`src/rtl/unaligned_load_seq.sv`:
```
module unaligned_load_seq #(
  parameter int ADDR_W = 16,
  localparam int OFS_W = ADDR_W - 2
) (
  input  logic              clk,
  input  logic              rst_n,
  input  logic              req_valid,
  input  logic [ADDR_W-1:0] req_addr,
  output logic              req_ready,
  output logic              rsp_valid,
  output logic [31:0]       rsp_data,
  output logic              rsp_split,
  output logic [OFS_W-1:0]  mem_addr,
  output logic              mem_rd,
  input  logic [31:0]       mem_rdata
);

  typedef enum logic [1:0] {S_IDLE, S_FIRST, S_SECOND, S_RESP} state_t;

  state_t           state;
  logic [OFS_W-1:0] base;
  logic [1:0]       lane;
  logic [31:0]      low_word;
  logic [63:0]      pair;
  logic [31:0]      merged;
  logic             accept;
  logic             second_rd;

  assign req_ready = (state == S_IDLE);
  assign rsp_valid = (state == S_RESP);
  assign accept    = req_valid & req_ready;
  assign second_rd = (state == S_FIRST) && (lane != 2'd0);
  assign mem_rd    = accept | second_rd;
  assign mem_addr  = accept ? req_addr[ADDR_W-1:2] : base + OFS_W'(1);

  assign pair   = {mem_rdata, low_word};
  assign merged = pair[{lane, 3'b000} +: 32];

  always_ff @(posedge clk) begin
    if (!rst_n) begin
      state     <= S_IDLE;
      base      <= '0;
      lane      <= '0;
      low_word  <= '0;
      rsp_data  <= '0;
      rsp_split <= 1'b0;
    end else begin
      case (state)
        S_IDLE: if (accept) begin
          base  <= req_addr[ADDR_W-1:2];
          lane  <= req_addr[1:0];
          state <= S_FIRST;
        end
        S_FIRST: if (lane == 2'd0) begin
          rsp_data  <= mem_rdata;
          rsp_split <= 1'b0;
          state     <= S_RESP;
        end else begin
          low_word <= mem_rdata;
          state    <= S_SECOND;
        end
        S_SECOND: begin
          rsp_data  <= merged;
          rsp_split <= 1'b1;
          state     <= S_RESP;
        end
        default: state <= S_IDLE;
      endcase
    end
  end

endmodule

```
`config.mk`:
```
export PLATFORM = sky130hd
export DESIGN_NAME = unaligned_load_seq
export DESIGN_NICKNAME = d
export VERILOG_FILES = /design/src/rtl/unaligned_load_seq.sv
export SDC_FILE = /design/constraint.sdc
export NUM_CORES = 1
export LEC_CHECK = 0
export BUFFER_PORTS_ARGS = -buffer_cell sky130_fd_sc_hd__buf_2
export CAP_MARGIN = 20
export CORE_ASPECT_RATIO = 0.75
export CORE_MARGIN = 3
export CORE_UTILIZATION = 49
export CTS_CLUSTER_DIAMETER = 30
export DETAILED_ROUTE_END_ITERATION = 10
export PLACE_DENSITY = 0.82
export RECOVER_POWER = 25
export SYNTH_ARGS = -nofsm -noshare
export SYNTH_HDL_FRONTEND = slang
export SYNTH_SLANG_ARGS = --single-unit
```
`constraint.sdc`:
```
create_clock -name clk -period 1.4 [get_ports clk]
set_input_delay 0.14 -clock clk [delete_from_list [all_inputs] [get_ports clk]]
set_output_delay 0.14 -clock clk [all_outputs]
set_load 0.005 [all_outputs]
```
# Word level (Yosys, flattened, before mapping)
# Index checks and enable logic that the tools add are counted.
# word_totals
ff_bits,83
in_bits,51
out_inout_bits,50
word_cells,32
# op_classes
addsub,1
n_eq_ne,5
shifts,1
muxes,8
n_bitwise,3
n_reduce_logical,8
# ops
cell,count
one-hot mux 32 bit (2 select lines),1
variable part select 64 x 6 -> 32 bit,1
two-way mux 32 bit,1
"adder 14 x 1 -> 14 bit, second input constant",1
two-way mux 14 bit,1
one-hot mux 2 bit (3 select lines),1
AND reduction 2 bit,3
"equality test 2 bit, second input constant",2
zero test 2 bit,2
"inequality test 2 x 1 -> 1 bit, second input constant",2
nonzero test 2 bit,2
"equality test 2 x 1 -> 1 bit, second input constant",1
two-way mux 1 bit,2
two-way mux 2 bit,1
one-hot mux 1 bit (2 select lines),1
AND 1 bit,1
logical AND 1 bit,1
inverter 1 bit,1
bitwise OR 1 bit,1

# Depth between registers and ports, before layout
# depth
word_depth,4
ltp_mapped,8
mapped_depth_nobuf,6

# Worst setup path after synthesis
# Ideal clock, no wire load.
# synth_timing
kind,register to register
startpoint,reg state[0]
endpoint,reg rsp_data[12]
setup_time_ns,0.122
arrival_time_ns,1.417
required_ns,1.278
path_slack_ns,-0.138
stages_incl_launch_ff,9
path_buffers,3
period_less_slack_ns,1.538
cell_sequence,dfxtp_1 -> inv_1 -> ha_1 -> buf_2 -> mux2_4 -> buf_6 -> buf_6 -> o21ai_1 -> a31oi_1
# synth_via
elab_chain_cells,3
elab_cells_between_ends,6
cone_classes,eq/ne: 3; mux: 1; reduce/logical: 2
# synth_rtl
element,line_no,rtl
"start, declared",20,state_t state;
"start signal, assigned",41,state <= S_IDLE;
"start signal, assigned",52,state <= S_FIRST;
"start signal, assigned",57,state <= S_RESP;
equality test 2 x 1 -> 1 bit / equality test 2 bit (equally long branches),48,case (state)
inequality test 2 x 1 -> 1 bit (no source line) / nonzero test 2 bit (equally long branches),-,
AND reduction 2 bit (no source line),-,
"end signal, assigned",55,rsp_data <= mem_rdata;
"end signal, assigned",63,rsp_data <= merged;
"end, declared",11,"output logic [31:0] rsp_data,"
# Several ways; a longest one is shown, not always the timed one.
# A chain may end at the register's enable or synchronous reset.

# Worst setup path in the final report
# layout_timing
startpoint,reg base[1]
endpoint,out mem_addr[13]
# layout_via
elab_chain_cells,2
# layout_rtl
element,line_no,rtl
"start, declared",21,logic [OFS_W-1:0] base;
"start signal, assigned",50,base <= req_addr[ADDR_W-1:2];
adder 14 x 1 -> 14 bit,34,assign mem_addr = accept ? req_addr[ADDR_W-1:2] : base + OFS_W'(1);
two-way mux 14 bit,34,
"end, declared",13,"output logic [OFS_W-1:0] mem_addr,"
# Every way passes these cells.

==> out/results.tsv <==
metric	value	unit
outcome	complete, but fails checks	
violated checks	setup timing	
Final Hold Fails	0	
Die ar.	10400	sq um
Routability Congestion	0.840	
nets@finish	703	
cell taking the most area after synthesis	dfxtp_1	
Max-slew headroom	71.6	%
Chip Height	88.9	microns
Mapped Area	4490	sq um
CORE AREA	8670	sq um
htree depth	3	
Reg clk slew, reported paths	60	ps
CP Data Required Time	1260	ps
Async S/R FF share, synth	0	%
Mapped Nets	542	
worst r2r src	state[1]	
Design Area, Final	7240	sq um
Syn Area/Cell	9.23	sq um
Period Utilization, post-route	133	%
Top FF cell, synth	dfxtp_1	
Slew @ Worst Pin	426	ps
share of layout cells above drive strength 1	61.5	%
DIE WIDTH	117	microns
Max Cap Viol	0	
Hold Path Class	primary input to register	
post-DP HPWL	8200	microns
fin crit period	1870	ps
Arr. time, crit path	1730	ps
clock sinks	83	
largest net degree at the start of global routing	84	
Final Max Slew Viols	0	
number of enable flip-flop cells after synthesis	0	
R2R Setup Slk	-340	ps
critical path type	register to primary output	
final setup violation count	92	
via count	5566	
sequential fraction of the synthesis area	37.0	%
Vias/cell	7.29	
Achievable Freq	536	MHz
Top-Level Pins	101	
Post-DP Area	5270	sq um
drt drc	0	
gr usage total	37.7	%
post-synth top area share	37.0	%
initial antenna violation count	2	
CTS root buf	clkbuf_16	
total gr overflow	0	
pre-CTS setup slack	-235	ps
Fin Hold WS	56.5	ps
Initial Utilization	51.8	%
# hold bufs at CTS	0	
setup TNS	-20700	ps
total power per unit cell area	2030	nW/um^2
# rows	29	
final worst setup slack	-466	ps
Area contributors post-synth	dfxtp_1 37%, mux4_2 16%, nand2_1 10%	
# port buffers	100	
DRT iter0 DRCs	969	
critical path startpoint category	register	
Critical Path Sink Type	primary output	
vias in the first global route	5098	
Leak Pwr	2.97	nW
Worst Clk Skew	9.18	ps
final wirelength	23000	microns
Area growth, synth to finish	61.3	%
HP Start	mem_rdata[29]	
Crit. Startpoint	base[1]	
Synth Register Bits	83	
Cell variety after synth	37	
Post-Syn Instances	486	
Peak VDD IR	1.17	mV
first-pass GRT wire length	28700	microns
first drt pass iteration count	6	
leading cell type in the layout, fill and taps excluded	buf_2	
YS warnings	0	
number of buffers created by CTS	9	
Final ANT Viol Nets	0	
insertion delay to the later sink of the worst-skew pair	350	ps
unrepaired setup endpoints after global routing	yes	
CP Max Fanout	5	
commonest non-fill, non-tap cells in the layout	93 x buf_2, 68 x dfxtp_1, 67 x nand2_1	
clk buf depth	2	
CTS tree	built	
routed wirelength normalized by instance count	30.1	microns
==> critical path: stages, from the launching register on <==
cell     delay, ps
dfxtp_2        350
buf_4          140
nand4_4        200
nor4_4         250
xnor2_1        130
a21oi_1        160
buf_2          130
==> Yosys cell counts, drive strengths merged, types with 3 or more instances <==
library cell and count:
ha 5, o221ai 16, nand2 121, mux4 32
a21boi 48, clkbuf 13, nand2b 16, xnor2 10
nor2b 3, nor2 37, a31oi 16, inv 5
nand3 5, nor3 4, buf 27, dfxtp 83
o21ai 29
==> stage by stage <==
step	instances	utilization [%]	power [mW]
after floorplan	486	-	6.27
after detailed placement	690	60.8	7.96
after global routing	763	83.5	15.0
final	763	83.5	14.7
after global placement	690	60.8	7.77
after CTS	750	76.2	12.5
==> registers in the layout (all words and copies together) (netlist names) <==
signal     flops
low_word      32
state          2
rsp_split      1
rsp_data      32
lane           2
base          14
==> path summary, 6_finish.rpt <==
path	endpoint	cells past startpoint
hold reg to reg	low_word[7]	2
setup / recovery	mem_addr[13]	6
setup reg to reg	low_word[23]	10
hold / removal	low_word[29]	3
==> power breakdown <==
part           internal (mW)  switching [mW]
Combinational           4.10            4.58
Clock                   1.19            1.05
Sequential              3.10           0.696
Total                   8.38            6.32
==> kinds of logic after synthesis <==
group	count (synthesis)	synth area share (%)
adder cells (fa/ha/maj)	5	1.39
XOR/XNOR	12	2.34
flip-flops	83	37.0
AO/OA/AOI/OAI	113	17.4
multiplexers	34	16.6
buffers and inverters	45	5.91
AND/OR/NAND/NOR	194	19.3
==> repair_timing <==
| item | 4_1_cts | 5_1_grt |
|---|---|---|
| setup buffers | 27 | 12 |
| gates resized for setup | 141 | 170 |
| endpoints found under the setup margin | 82 | 96 |
| cloned | 17 | 4 |
| pin swaps | 42 | 59 |
==> cell type report <==
cell class	count	area, sq um
Clock inverter	6	32.5
Inverter	5	18.8
Fill cell	355	1430
Antenna cell	3	7.51
Timing Repair Buffer	184	1660
Multi-Input combinational cell	364	3470
Clock buffer	10	229
Tap cell	108	135
Sequential cell	83	1690
==> layer usage <==
metal / global-route usage [%] / routed length (microns) / up-vias / share of wire (%)
li1: - / - / 2059 / -
met1: 44.8 / 7550 / 2582 / 33
met2: 59.1 / 9680 / 676 / 42
met3: 12.6 / 3470 / 249 / 15
met4: 23.8 / 2290 / 0 / 10
met5: 0 / 0 / - / 0
Note: power is estimated with default switching activity, not from simulation.
